==> src/rtl/sbc_pkg.sv <==
package sbc_pkg;

  // Timing and width settings of one zone; bit order matches the upper
  // sixteen bits of the configuration word.
  typedef struct packed {
    logic       idle_sw;
    logic [1:0] stretch;
    logic       late_wr;
    logic       fast;
    logic       burst;
    logic       width8;
    logic [1:0] hold;
    logic [2:0] wait_st;
    logic [3:0] size;
  } zone_tim_t;

  typedef enum logic [2:0] {
    ST_IDLE,
    ST_GAP,
    ST_ADDR,
    ST_DATA,
    ST_BEAT,
    ST_HOLD
  } seq_st_t;

endpackage

==> src/rtl/sbc_rst_sync.sv <==
module sbc_rst_sync (
  input  logic clk,
  input  logic rst_n,
  output logic rst_n_sync
);
  logic [1:0] sync_q;

  always_ff @(posedge clk or negedge rst_n) begin
    if (!rst_n) sync_q <= 2'b00;
    else        sync_q <= {sync_q[0], 1'b1};
  end

  assign rst_n_sync = sync_q[1];
endmodule

==> src/rtl/sbc_cfg_regs.sv <==
module sbc_cfg_regs
  import sbc_pkg::*;
#(
  parameter int NZ = 4,
  parameter int AW = 16,
  localparam int ZW = (NZ > 1) ? $clog2(NZ) : 1,
  localparam int CW = AW + 16
) (
  input  logic                   clk,
  input  logic                   rst_n,
  input  logic                   cfg_we,
  input  logic [ZW-1:0]          cfg_sel,
  input  logic [CW-1:0]          cfg_wdata,
  output logic [NZ-1:0][AW-1:0]  zone_base,
  output zone_tim_t [NZ-1:0]     zone_tim
);
  for (genvar z = 0; z < NZ; z++) begin : g_zone
    logic load;
    assign load = cfg_we && (cfg_sel == ZW'(z));

    always_ff @(posedge clk or negedge rst_n) begin
      if (!rst_n) begin
        zone_base[z] <= '0;
        zone_tim[z]  <= '0;
      end else if (load) begin
        zone_base[z] <= cfg_wdata[AW-1:0];
        zone_tim[z]  <= zone_tim_t'(cfg_wdata[CW-1:AW]);
      end
    end
  end
endmodule

==> src/rtl/sbc_zone_decode.sv <==
module sbc_zone_decode
  import sbc_pkg::*;
#(
  parameter int NZ = 4,
  parameter int AW = 16,
  localparam int ZW = (NZ > 1) ? $clog2(NZ) : 1
) (
  input  logic [AW-1:0]          addr,
  input  logic [NZ-1:0][AW-1:0]  zone_base,
  input  zone_tim_t [NZ-1:0]     zone_tim,
  output logic                   hit,
  output logic [ZW-1:0]          hit_zone,
  output zone_tim_t              hit_tim
);
  logic [NZ-1:0] match;

  for (genvar z = 0; z < NZ; z++) begin : g_match
    logic [AW-1:0] mask;
    assign mask     = {AW{1'b1}} << zone_tim[z].size;
    assign match[z] = (zone_tim[z].size != 4'd0) &&
                      (((addr ^ zone_base[z]) & mask) == '0);
  end

  always_comb begin
    hit      = 1'b0;
    hit_zone = '0;
    hit_tim  = '0;
    for (int z = NZ - 1; z >= 0; z--) begin
      if (match[z]) begin
        hit      = 1'b1;
        hit_zone = ZW'(z);
        hit_tim  = zone_tim[z];
      end
    end
  end
endmodule

==> src/rtl/sbc_cycle_seq.sv <==
module sbc_cycle_seq
  import sbc_pkg::*;
#(
  parameter int NZ = 4,
  parameter int AW = 16,
  localparam int ZW = (NZ > 1) ? $clog2(NZ) : 1
) (
  input  logic           clk,
  input  logic           rst_n,
  input  logic           req,
  input  logic           we,
  input  logic [AW-1:1]  addr_hi,
  input  logic [1:0]     be,
  input  logic [15:0]    wdata,
  input  logic           hit,
  input  logic [ZW-1:0]  hit_zone,
  input  zone_tim_t      hit_tim,
  output logic           ready,
  output logic           done,
  output logic           err,
  output logic [15:0]    rdata,
  output logic [NZ-1:0]  mem_cs_n,
  output logic [AW-1:0]  mem_addr,
  output logic [1:0]     mem_be_n,
  output logic           mem_rd_n,
  output logic           mem_wr_n,
  output logic           mem_doe,
  output logic [15:0]    mem_dout,
  input  logic [15:0]    mem_din
);
  seq_st_t       st_q, st_d;
  logic [2:0]    cnt_q, cnt_d;
  logic [ZW-1:0] zone_q, zone_d, last_zone_q, last_zone_d;
  zone_tim_t     tim_q, tim_d;
  logic          miss_q, miss_d, we_q, we_d, lane_q, lane_d;
  logic          second_q, second_d, last_vld_q, last_vld_d;
  logic          done_q, done_d, err_q, err_d;
  logic [AW-1:1] addr_q, addr_d;
  logic [15:0]   wdata_q, wdata_d, rdata_q, rdata_d;
  logic [1:0]    be_q, be_d, be_eff;
  logic          go_tail, go_fin, cap;

  assign be_eff = (be == 2'b00) ? 2'b11 : be;

  // next-state process
  always_comb begin
    st_d        = st_q;
    cnt_d       = cnt_q;
    zone_d      = zone_q;
    tim_d       = tim_q;
    miss_d      = miss_q;
    we_d        = we_q;
    addr_d      = addr_q;
    wdata_d     = wdata_q;
    be_d        = be_q;
    lane_d      = lane_q;
    second_d    = second_q;
    rdata_d     = rdata_q;
    last_zone_d = last_zone_q;
    last_vld_d  = last_vld_q;
    done_d      = 1'b0;
    err_d       = 1'b0;
    go_tail     = 1'b0;
    go_fin      = 1'b0;
    cap         = 1'b0;

    unique case (st_q)
      ST_IDLE: begin
        if (req) begin
          zone_d  = hit_zone;
          tim_d   = hit_tim;
          miss_d  = !hit;
          we_d    = we;
          addr_d  = addr_hi;
          wdata_d = wdata;
          be_d    = be_eff;
          if (!we) rdata_d = '0;
          if (hit && hit_tim.width8) begin
            lane_d   = !be_eff[0];
            second_d = &be_eff;
          end else begin
            lane_d   = 1'b0;
            second_d = 1'b0;
          end
          if (hit && hit_tim.idle_sw && last_vld_q && (last_zone_q != hit_zone)) begin
            st_d = ST_GAP;
          end else if (hit && !we && hit_tim.fast) begin
            st_d  = ST_DATA;
            cnt_d = hit_tim.wait_st;
          end else begin
            st_d = ST_ADDR;
          end
        end
      end
      ST_GAP: begin
        if (!we_q && tim_q.fast) begin
          st_d  = ST_DATA;
          cnt_d = tim_q.wait_st;
        end else begin
          st_d = ST_ADDR;
        end
      end
      ST_ADDR: begin
        st_d  = ST_DATA;
        cnt_d = miss_q ? 3'd0 : tim_q.wait_st;
      end
      ST_DATA: begin
        if (cnt_q != 3'd0) begin
          cnt_d = cnt_q - 3'd1;
        end else begin
          cap = !we_q && !miss_q;
          if (second_q) begin
            second_d = 1'b0;
            lane_d   = 1'b1;
            if (!we_q && tim_q.burst) begin
              st_d  = ST_BEAT;
              cnt_d = (tim_q.stretch == 2'd3) ? 3'd2 : {1'b0, tim_q.stretch};
            end else if (!we_q && tim_q.fast) begin
              st_d  = ST_DATA;
              cnt_d = tim_q.wait_st;
            end else begin
              st_d = ST_ADDR;
            end
          end else begin
            go_tail = 1'b1;
          end
        end
      end
      ST_BEAT: begin
        if (cnt_q != 3'd0) begin
          cnt_d = cnt_q - 3'd1;
        end else begin
          cap     = 1'b1;
          go_tail = 1'b1;
        end
      end
      ST_HOLD: begin
        if (cnt_q != 3'd0) cnt_d = cnt_q - 3'd1;
        else               go_fin = 1'b1;
      end
      default: st_d = ST_IDLE;
    endcase

    if (cap) begin
      if (tim_q.width8) begin
        if (lane_q) rdata_d[15:8] = mem_din[7:0];
        else        rdata_d[7:0]  = mem_din[7:0];
      end else begin
        rdata_d = {be_q[1] ? mem_din[15:8] : 8'h00, be_q[0] ? mem_din[7:0] : 8'h00};
      end
    end

    if (go_tail) begin
      if (!miss_q && (tim_q.hold != 2'd0)) begin
        st_d  = ST_HOLD;
        cnt_d = {1'b0, tim_q.hold} - 3'd1;
      end else begin
        go_fin = 1'b1;
      end
    end

    if (go_fin) begin
      st_d   = ST_IDLE;
      done_d = 1'b1;
      err_d  = miss_q;
      if (!miss_q) begin
        last_zone_d = zone_q;
        last_vld_d  = 1'b1;
      end
    end
  end

  // register process
  always_ff @(posedge clk or negedge rst_n) begin
    if (!rst_n) begin
      st_q        <= ST_IDLE;
      cnt_q       <= '0;
      zone_q      <= '0;
      tim_q       <= '0;
      miss_q      <= 1'b0;
      we_q        <= 1'b0;
      addr_q      <= '0;
      wdata_q     <= '0;
      be_q        <= '0;
      lane_q      <= 1'b0;
      second_q    <= 1'b0;
      rdata_q     <= '0;
      last_zone_q <= '0;
      last_vld_q  <= 1'b0;
      done_q      <= 1'b0;
      err_q       <= 1'b0;
    end else begin
      st_q        <= st_d;
      cnt_q       <= cnt_d;
      zone_q      <= zone_d;
      tim_q       <= tim_d;
      miss_q      <= miss_d;
      we_q        <= we_d;
      addr_q      <= addr_d;
      wdata_q     <= wdata_d;
      be_q        <= be_d;
      lane_q      <= lane_d;
      second_q    <= second_d;
      rdata_q     <= rdata_d;
      last_zone_q <= last_zone_d;
      last_vld_q  <= last_vld_d;
      done_q      <= done_d;
      err_q       <= err_d;
    end
  end

  // external bus drive
  logic sel_act;
  assign sel_act = !miss_q && (st_q inside {ST_ADDR, ST_DATA, ST_BEAT, ST_HOLD});

  for (genvar z = 0; z < NZ; z++) begin : g_cs
    assign mem_cs_n[z] = !(sel_act && (zone_q == ZW'(z)));
  end

  assign mem_addr = {addr_q, tim_q.width8 ? lane_q : 1'b0};
  assign mem_be_n = !sel_act ? 2'b11 : (tim_q.width8 ? 2'b10 : ~be_q);
  assign mem_rd_n = !(sel_act && !we_q && (st_q inside {ST_DATA, ST_BEAT}));
  assign mem_wr_n = !(sel_act && we_q &&
                      (tim_q.late_wr ? (st_q == ST_DATA) : (st_q == ST_ADDR)));
  assign mem_doe  = sel_act && we_q;
  assign mem_dout = tim_q.width8 ? {8'h00, lane_q ? wdata_q[15:8] : wdata_q[7:0]} : wdata_q;

  assign ready = (st_q == ST_IDLE);
  assign done  = done_q;
  assign err   = err_q;
  assign rdata = rdata_q;

  assert_one_select_R1: assert property (@(posedge clk) disable iff (!rst_n)
    $onehot0(~mem_cs_n));

  assert_strobe_in_select_R2: assert property (@(posedge clk) disable iff (!rst_n)
    (!mem_rd_n || !mem_wr_n) |-> (mem_cs_n != {NZ{1'b1}}));

  assert_hold_stable_R4: assert property (@(posedge clk) disable iff (!rst_n)
    (st_q == ST_HOLD) |-> ($stable(mem_addr) && $stable(mem_cs_n) && mem_rd_n && mem_wr_n));

  assert_rd_wr_excl_R6: assert property (@(posedge clk) disable iff (!rst_n)
    !(!mem_rd_n && !mem_wr_n));

  assert_err_with_done_R10: assert property (@(posedge clk) disable iff (!rst_n)
    err |-> (done && (mem_cs_n == {NZ{1'b1}})));

  assert_done_pulse_R11: assert property (@(posedge clk) disable iff (!rst_n)
    done |=> !done);

  assert_busy_not_ready_R11: assert property (@(posedge clk) disable iff (!rst_n)
    (mem_cs_n != {NZ{1'b1}}) |-> !ready);
endmodule

==> src/rtl/sbc_static_bus.sv <==
module sbc_static_bus
  import sbc_pkg::*;
#(
  parameter int NZ = 4,
  parameter int AW = 16,
  localparam int ZW = (NZ > 1) ? $clog2(NZ) : 1,
  localparam int CW = AW + 16
) (
  input  logic           clk,
  input  logic           rst_n,
  input  logic           cfg_we,
  input  logic [ZW-1:0]  cfg_sel,
  input  logic [CW-1:0]  cfg_wdata,
  input  logic           core_req,
  output logic           core_ready,
  input  logic           core_we,
  input  logic [AW-1:0]  core_addr,
  input  logic [1:0]     core_be,
  input  logic [15:0]    core_wdata,
  output logic           core_done,
  output logic           core_err,
  output logic [15:0]    core_rdata,
  output logic [NZ-1:0]  mem_cs_n,
  output logic [AW-1:0]  mem_addr,
  output logic [1:0]     mem_be_n,
  output logic           mem_rd_n,
  output logic           mem_wr_n,
  output logic           mem_doe,
  output logic [15:0]    mem_dout,
  input  logic [15:0]    mem_din
);
  logic                  rst_n_sync;
  logic [NZ-1:0][AW-1:0] zone_base;
  zone_tim_t [NZ-1:0]    zone_tim;
  logic                  hit;
  logic [ZW-1:0]         hit_zone;
  zone_tim_t             hit_tim;

  sbc_rst_sync u_rst_sync (
    .clk        (clk),
    .rst_n      (rst_n),
    .rst_n_sync (rst_n_sync)
  );

  sbc_cfg_regs #(.NZ(NZ), .AW(AW)) u_cfg_regs (
    .clk       (clk),
    .rst_n     (rst_n_sync),
    .cfg_we    (cfg_we),
    .cfg_sel   (cfg_sel),
    .cfg_wdata (cfg_wdata),
    .zone_base (zone_base),
    .zone_tim  (zone_tim)
  );

  sbc_zone_decode #(.NZ(NZ), .AW(AW)) u_zone_decode (
    .addr      (core_addr),
    .zone_base (zone_base),
    .zone_tim  (zone_tim),
    .hit       (hit),
    .hit_zone  (hit_zone),
    .hit_tim   (hit_tim)
  );

  sbc_cycle_seq #(.NZ(NZ), .AW(AW)) u_cycle_seq (
    .clk      (clk),
    .rst_n    (rst_n_sync),
    .req      (core_req),
    .we       (core_we),
    .addr_hi  (core_addr[AW-1:1]),
    .be       (core_be),
    .wdata    (core_wdata),
    .hit      (hit),
    .hit_zone (hit_zone),
    .hit_tim  (hit_tim),
    .ready    (core_ready),
    .done     (core_done),
    .err      (core_err),
    .rdata    (core_rdata),
    .mem_cs_n (mem_cs_n),
    .mem_addr (mem_addr),
    .mem_be_n (mem_be_n),
    .mem_rd_n (mem_rd_n),
    .mem_wr_n (mem_wr_n),
    .mem_doe  (mem_doe),
    .mem_dout (mem_dout),
    .mem_din  (mem_din)
  );
endmodule

==> config.mk <==
export PLATFORM = sky130hd
export DESIGN_NAME = sbc_static_bus
export DESIGN_NICKNAME = d
export VERILOG_FILES = /design/src/rtl/sbc_pkg.sv /design/src/rtl/sbc_rst_sync.sv /design/src/rtl/sbc_cfg_regs.sv /design/src/rtl/sbc_zone_decode.sv /design/src/rtl/sbc_cycle_seq.sv /design/src/rtl/sbc_static_bus.sv
export SDC_FILE = /design/constraint.sdc
export NUM_CORES = 1
export LEC_CHECK = 0
export ABC_CLOCK_PERIOD_IN_PS = 8300
export BUFFER_PORTS_ARGS = -buffer_cell sky130_fd_sc_hd__buf_2
export CORE_MARGIN = 2
export CORE_UTILIZATION = 58
export DETAILED_ROUTE_END_ITERATION = 12
export GPL_TIMING_DRIVEN = 0
export PLACE_DENSITY_LB_ADDON = 0.15
export SYNTH_ARGS = -nofsm -noshare
export SYNTH_HDL_FRONTEND = slang
export SYNTH_HIERARCHICAL = 1
export SYNTH_SLANG_ARGS = --single-unit
==> constraint.sdc <==
create_clock -name clk -period 8.3 [get_ports clk]
set_clock_uncertainty 0.05 [all_clocks]
set_input_delay 0.415 -clock clk [delete_from_list [all_inputs] [get_ports clk]]
set_output_delay 0.415 -clock clk [all_outputs]
set_load 0.005 [all_outputs]
==> impl_metrics.json, run 1 <==
{
  "crit_path_max_fanout": 10,
  "synth_cells": 918,
  "rr_worst_depth": 15,
  "dp_hpwl_mm": 18.0,
  "area_growth_pct": 17.7,
  "worstPathCellList": "nand2_1, o21ai_0, o2111ai_1, a211oi_1, and2_1, buf_4, buf_4, a221o_1, o221a_2, and3b_1, nand2_1, nor2_1, mux2_1, a211oi_1, o22ai_1",
  "diodes": 0,
  "tightest_slew_ns": 0.854,
  "crit_arrival_ns": 4.09,
  "final_core_util_pct": 69.3,
  "grt_max_degree": 73,
  "hold_viol": 0,
  "r2r-start": "u_cfg_regs/zone_tim[32]$_DFFE_PN0P_",
  "hp-class": "in2reg",
  "synth_nets": 1014,
  "maxSlewHeadroom_pct": 43.1,
  "die_w_um": 136,
  "max_freq_mhz": 265,
  "netlist_area_um2": 10100,
  "hold_ws_ns": 0.0551,
  "initial_core_util_pct": 58.9,
  "dp.cells": 1291,
  "io_buffers": 146,
  "cts_tree": "yes",
  "die_y_um": 136,
  "worstHoldStart": "core_wdata[9]",
  "whs_endpoint": "u_cycle_seq/wdata_q[9]$_DFFE_PN0P_",
  "clk-insertion-delay-late_ns": 0.50,
  "gp_congestion": 0.928,
  "initialDrtViolationCount": 589,
  "regArea_um2": 5080,
  "cts_setup_buffers": 0,
  "vias": 7628,
  "p_sw_mw": 1.16,
  "routed_wl_mm": 25.1,
  "postSynthAreaPerCell_um2": 11.0,
  "num_rows": 48,
  "power.density_nw_per_um2": 296,
  "p_comb_share_pct": 31.7,
  "maxSlewViolCount": 0,
  "core_area_um2": 17200,
  "cts_sinks": 203,
  "status": "finished clean",
  "timing.final.crit_share_pct": 45.4,
  "track_usage_pct": 27.7,
  "r2r_slack_ns": 4.53,
  "ant_nets": 0,
  "r2r_end": "u_cycle_seq/cnt_q[0]$_DFF_PN0_",
  "cap_violations": 0,
  "yosysWarnings": 6,
  "wl_per_cell_um": 18.9,
  "multi_input_area_um2": 4680,
  "fin_nets": 1187,
  "power_frac_clock_pct": 27.5,
  "clk_path_buf_depth": 3,
  "clk_pin_slew_ns": 0.06,
  "instances_no_fill": 1328,
  "most-common-layout-cells": "dfrtp_1 (202), nand2_1 (180), buf_2 (167)",
  "via_per_inst": 5.74,
  "crit_slowest_cell": "dfrtp_1",
  "grt_pass1_vias": 7517,
  "htree_levels": 1,
  "grt_pass1_wl_mm": 39.9,
  "antenna_found_initial": 0,
  "setup_violations": 0,
  "fillers": 1351,
  "p_sw_share_pct": 33.0,
  "final_common_cell": "dfrtp_1",
  "crit_type": "reg2reg",
  "irDropWorstVdd_mv": 0.202,
  "max_stage_delay_ns": 0.49,
  "whs_path_depth": 3,
  "power_leakage_nw": 5.55,
  "rsz0062_at_grt": "false",
  "drive_gt1_share_pct": 34.7,
  "cp-start-kind": "flop",
  "seqPwrFrac_pct": 40.8,
  "first_pass_iters": 5,
  "cp.required_ns": 8.62,
  "cts-root-buf": "clkbuf_16",
  "die_area_um2": 18500,
  "numCtsBuffers": 22,
  "remaining_drc_errors": 0,
  "ioPinCount": 149,
  "overflow": 0,
  "intPower_mw": 2.36,
  "cts_resized": 0,
  "period_needed_ns": 3.77,
  "endpoint_kind": "flop"
}
[registers in the layout, indices dropped and copies added (netlist names), 2 cells and up]
register,flops
u_cycle_seq/rdata,16
u_cycle_seq/cnt_q,3
u_cycle_seq/addr_q,15
u_cycle_seq/st_q,3
u_cycle_seq/wdata_q,16
u_cfg_regs/zone_tim,64
u_cfg_regs/zone_base,60
u_cycle_seq/be_q,2
u_rst_sync/sync_q,2
u_cycle_seq/zone_q,2
u_cycle_seq/tim_q,11
u_cycle_seq/last_zone_q,2
[worst max path at each step]
stage                                         from                                    to  slack (ns)  cells after the start
2_1_floorplan       u_rst_sync/sync_q[1]$_DFF_PN0_  u_cfg_regs/zone_base[10]$_DFFE_PN0P_        2.17                      0
3_3_place_gp        u_rst_sync/sync_q[1]$_DFF_PN0_     u_cycle_seq/addr_q[8]$_DFFE_PN0P_       -0.11                      0
3_5_place_dp                          core_addr[8]        u_cycle_seq/cnt_q[0]$_DFF_PN0_        4.38                     15
4_1_cts        u_cfg_regs/zone_tim[32]$_DFFE_PN0P_        u_cycle_seq/cnt_q[0]$_DFF_PN0_        4.56                     15
5_1_grt        u_cfg_regs/zone_tim[33]$_DFFE_PN0P_        u_cycle_seq/cnt_q[0]$_DFF_PN0_        4.30                     16
6_report       u_cfg_regs/zone_tim[32]$_DFFE_PN0P_        u_cycle_seq/cnt_q[0]$_DFF_PN0_        4.53                     15
[final cells by class]
type / instances / area share [%]
Inverter: 19 / 0.599
Clock inverter: 4 / 0.589
Tap cell: 225 / 2.36
Timing Repair Buffer: 149 / 6.68
Buffer: 49 / 2.40
Sequential cell: 203 / 42.7
Clock buffer: 32 / 5.37
Multi-Input combinational cell: 647 / 39.3
[power groups by stage]
stage                     logic (mW)  clock network (mW)  registers, mW
after floorplan                0.743                   0           1.43
after global placement          1.07                   0           1.46
after detailed placement        1.11                   0           1.45
after CTS                       1.11               0.991           1.44
after global routing            1.24                1.03           1.47
final                           1.12               0.970           1.44
[critical path: cells and delay by family (launching register included)]
family / cells / cell delay [ns]
AND/OR/NAND/NOR: 5 / 0.88
flip-flops: 1 / 0.49
buffers and inverters: 2 / 0.34
multiplexers: 1 / 0.35
AO/OA/AOI/OAI: 7 / 1.54
[metrics by stage]
step           instance area, um^2  setup slack (ns)  power, mW  TNS (ns)
5_1_grt                      11900              4.30       3.75         0
6_report                     11900              4.53       3.53         0
4_1_cts                      11900              4.56       3.54         0
3_3_place_gp                 11100            -0.112       2.53    -19.56
3_5_place_dp                 11200              4.38       2.56         0
2_1_floorplan                10100              2.17       2.17         0
[timing repair]
| action | in CTS | in global routing |
|---|---|---|
| setup endpoints to repair | 0 | 0 |
| hold buffers | 1 | 0 |
| hold endpoints to repair | 2 | 0 |
[routing by layer]
metal | vias up | part of all wire [%] | track usage (%)
met3 | 37 | 5.4 | 3.28
li1 | 3567 | - | -
met1 | 3800 | 47 | 41.8
met4 | 0 | 2.4 | 7.75
met2 | 224 | 45 | 42.5
met5 | - | 0 | 0
Note: power is estimated with default switching activity, not from simulation.
==> run 2: changes to the inputs <==
--- a/config.mk
+++ b/config.mk
@@ -5,10 +5,11 @@
 export SDC_FILE = /design/constraint.sdc
 export NUM_CORES = 1
 export LEC_CHECK = 0
-export ABC_CLOCK_PERIOD_IN_PS = 8300
+export ABC_AREA = 1
+export ABC_CLOCK_PERIOD_IN_PS = 3310
 export BUFFER_PORTS_ARGS = -buffer_cell sky130_fd_sc_hd__buf_2
 export CORE_MARGIN = 2
-export CORE_UTILIZATION = 58
+export CORE_UTILIZATION = 53
 export DETAILED_ROUTE_END_ITERATION = 12
 export GPL_TIMING_DRIVEN = 0
 export PLACE_DENSITY_LB_ADDON = 0.15
==> constraint.sdc (replaced) <==
create_clock -name clk -period 3.31 [get_ports clk]
set_clock_uncertainty 0.05 [all_clocks]
set_input_delay 0.1655 -clock clk [delete_from_list [all_inputs] [get_ports clk]]
set_output_delay 0.1655 -clock clk [all_outputs]
set_load 0.005 [all_outputs]
==> impl_metrics.json, run 2 <==
{
  "drive_gt1_share_pct": 17.0,
  "setup_violations": 0,
  "placed_area_um2": 12400,
  "cp-start-kind": "flop",
  "cts_setup_buffers": 0,
  "cts_resized": 0,
  "dp.cells": 1959,
  "dp_hpwl_mm": 25.1,
  "crit_type": "reg2reg",
  "rsz0062_at_grt": "false",
  "crit_arrival_ns": 3.37,
  "ant_nets": 0,
  "fillers": 1789,
  "area_growth_pct": 24.6,
  "hp-class": "in2reg",
  "period_needed_ns": 3.01,
  "io_buffers": 147,
  "num_rows": 53,
  "synth_nets": 1630,
  "grt_pass1_wl_mm": 54.8,
  "cap_violations": 0,
  "clk_pin_slew_ns": 0.06,
  "power.density_nw_per_um2": 620,
  "cts_tree": "yes",
  "first_pass_iters": 6,
  "routed_wl_mm": 35.1,
  "timing.final.crit_share_pct": 90.9,
  "final_common_cell": "nand2_1",
  "diodes": 0,
  "netlist_area_um2": 11200,
  "initial_core_util_pct": 53.6,
  "clk-insertion-delay-late_ns": 0.50,
  "clk_path_buf_depth": 3,
  "maxSlewViolCount": 0,
  "fin_area_um2": 13900,
  "core_area_um2": 20900,
  "instances_no_fill": 2082,
  "regMostFlops": "u_cfg_regs/zone_tim",
  "holdBufCountCts": 82,
  "die_w_um": 149,
  "die_y_um": 149,
  "finalSetupTns_ns": 0,
  "antenna_found_initial": 0,
  "via_per_inst": 5.35,
  "htree_levels": 1,
  "hold_viol": 0,
  "hold_ws_ns": 0.0196,
  "postSynthAreaPerCell_um2": 7.29,
  "track_usage_pct": 31.3,
  "pre_cts_ws_ns": 0.435,
  "die_area_um2": 22300,
  "yosysWarnings": 6,
  "most-common-layout-cells": "nand2_1 (636), dfrtp_1 (203), buf_2 (191)",
  "cts_sinks": 204,
  "gp_congestion": 0.953,
  "numCtsBuffers": 23,
  "ioPinCount": 149,
  "status": "finished clean",
  "initialDrtViolationCount": 1142,
  "wl_per_cell_um": 16.8,
  "vias": 11100,
  "cts-root-buf": "clkbuf_16",
  "crit_path_max_fanout": 10,
  "largest_register_ffs": 64,
  "overflow": 0,
  "remaining_drc_errors": 0,
  "max_freq_mhz": 332,
  "power_leakage_nw": 7.64,
  "fin_nets": 1887,
  "cp.required_ns": 3.67,
  "reg.largest.list": "u_cfg_regs/zone_tim: 64 flops, u_cfg_regs/zone_base: 61 flops",
  "worst_slack_ns": 0.300,
  "grt_pass1_vias": 10500,
  "endpoint_kind": "flop",
  "tightest_slew_ns": 0.520,
  "grt_max_degree": 64,
  "irDropWorstVdd_mv": 0.344,
  "maxSlewHeadroom_pct": 65.3,
  "synth_cells": 1534
}
run 2: layout make-up:
class	count	area, um^2	share of cell area, %
Clock inverter	11	116	0.834
Sequential cell	204	5110	36.6
Inverter	158	596	4.27
Multi-Input combinational cell	1090	5060	36.3
Tap cell	275	344	2.47
Buffer	82	430	3.09
Timing Repair Buffer	232	1640	11.8
Clock buffer	30	652	4.67
run 2: worst paths after layout:
kind                                                startpoint                             endpoint  slack (ns)  depth (start not counted)
setup / recovery           u_cfg_regs/zone_tim[49]$_DFFE_PN0P_       u_cycle_seq/cnt_q[0]$_DFF_PN0_        0.30                         24
hold / removal                                      mem_din[8]       u_cycle_seq/rdata[8]$_DFF_PN0_        0.02                          5
setup reg to reg           u_cfg_regs/zone_tim[49]$_DFFE_PN0P_       u_cycle_seq/cnt_q[0]$_DFF_PN0_        0.30                         24
hold reg to reg                 u_rst_sync/sync_q[1]$_DFF_PN0_  u_cfg_regs/zone_tim[27]$_DFFE_PN0P_        0.25                          0
max in group asynchronous       u_rst_sync/sync_q[1]$_DFF_PN0_      u_cycle_seq/rdata[10]$_DFF_PN0_        1.97                          2
min in group asynchronous       u_rst_sync/sync_q[1]$_DFF_PN0_  u_cfg_regs/zone_tim[27]$_DFFE_PN0P_        0.25                          0
run 2: power by group:
part | switching (mW) | internal [mW]
registers | 0.396 | 3.07
logic | 1.60 | 0.978
clock network | 1.05 | 1.54
total | 3.05 | 5.60
run 2: per-stage QoR:
stage | utilization, % | total power [mW]
2_1_floorplan | - | 4.99
3_3_place_gp | 58.8 | 5.87
3_5_place_dp | 59.1 | 5.95
4_1_cts | 66.8 | 8.63
5_1_grt | 66.8 | 9.18
6_report | 66.8 | 8.65
run 2: critical path: stages (launching register included):
cell	delay (ns)
dfrtp_1	0.39
buf_4	0.17
inv_1	0.06
nand2_2	0.09
nand2_1	0.05
nand3_1	0.08
nand2_1	0.05
nor2_1	0.09
nand2_1	0.08
nor2_2	0.28
nand2_2	0.13
inv_4	0.09
buf_8	0.15
nand2_2	0.06
nand3_2	0.05
nand2_1	0.07
nand2_1	0.11
nand2_1	0.09
nor2_1	0.17
nand2_1	0.14
nand2_1	0.08
nand3_1	0.07
nand2_1	0.07
nand2_1	0.04
a21oi_1	0.16
run 2: routing by layer:
layer | global-route usage [%] | wire [um] | vias to the layer above
met5 | 0 | 0 | -
met4 | 9.10 | 972 | 0
met3 | 4.62 | 2770 | 78
met2 | 52.3 | 16300 | 497
met1 | 42.5 | 15000 | 5200
li1 | - | - | 5374
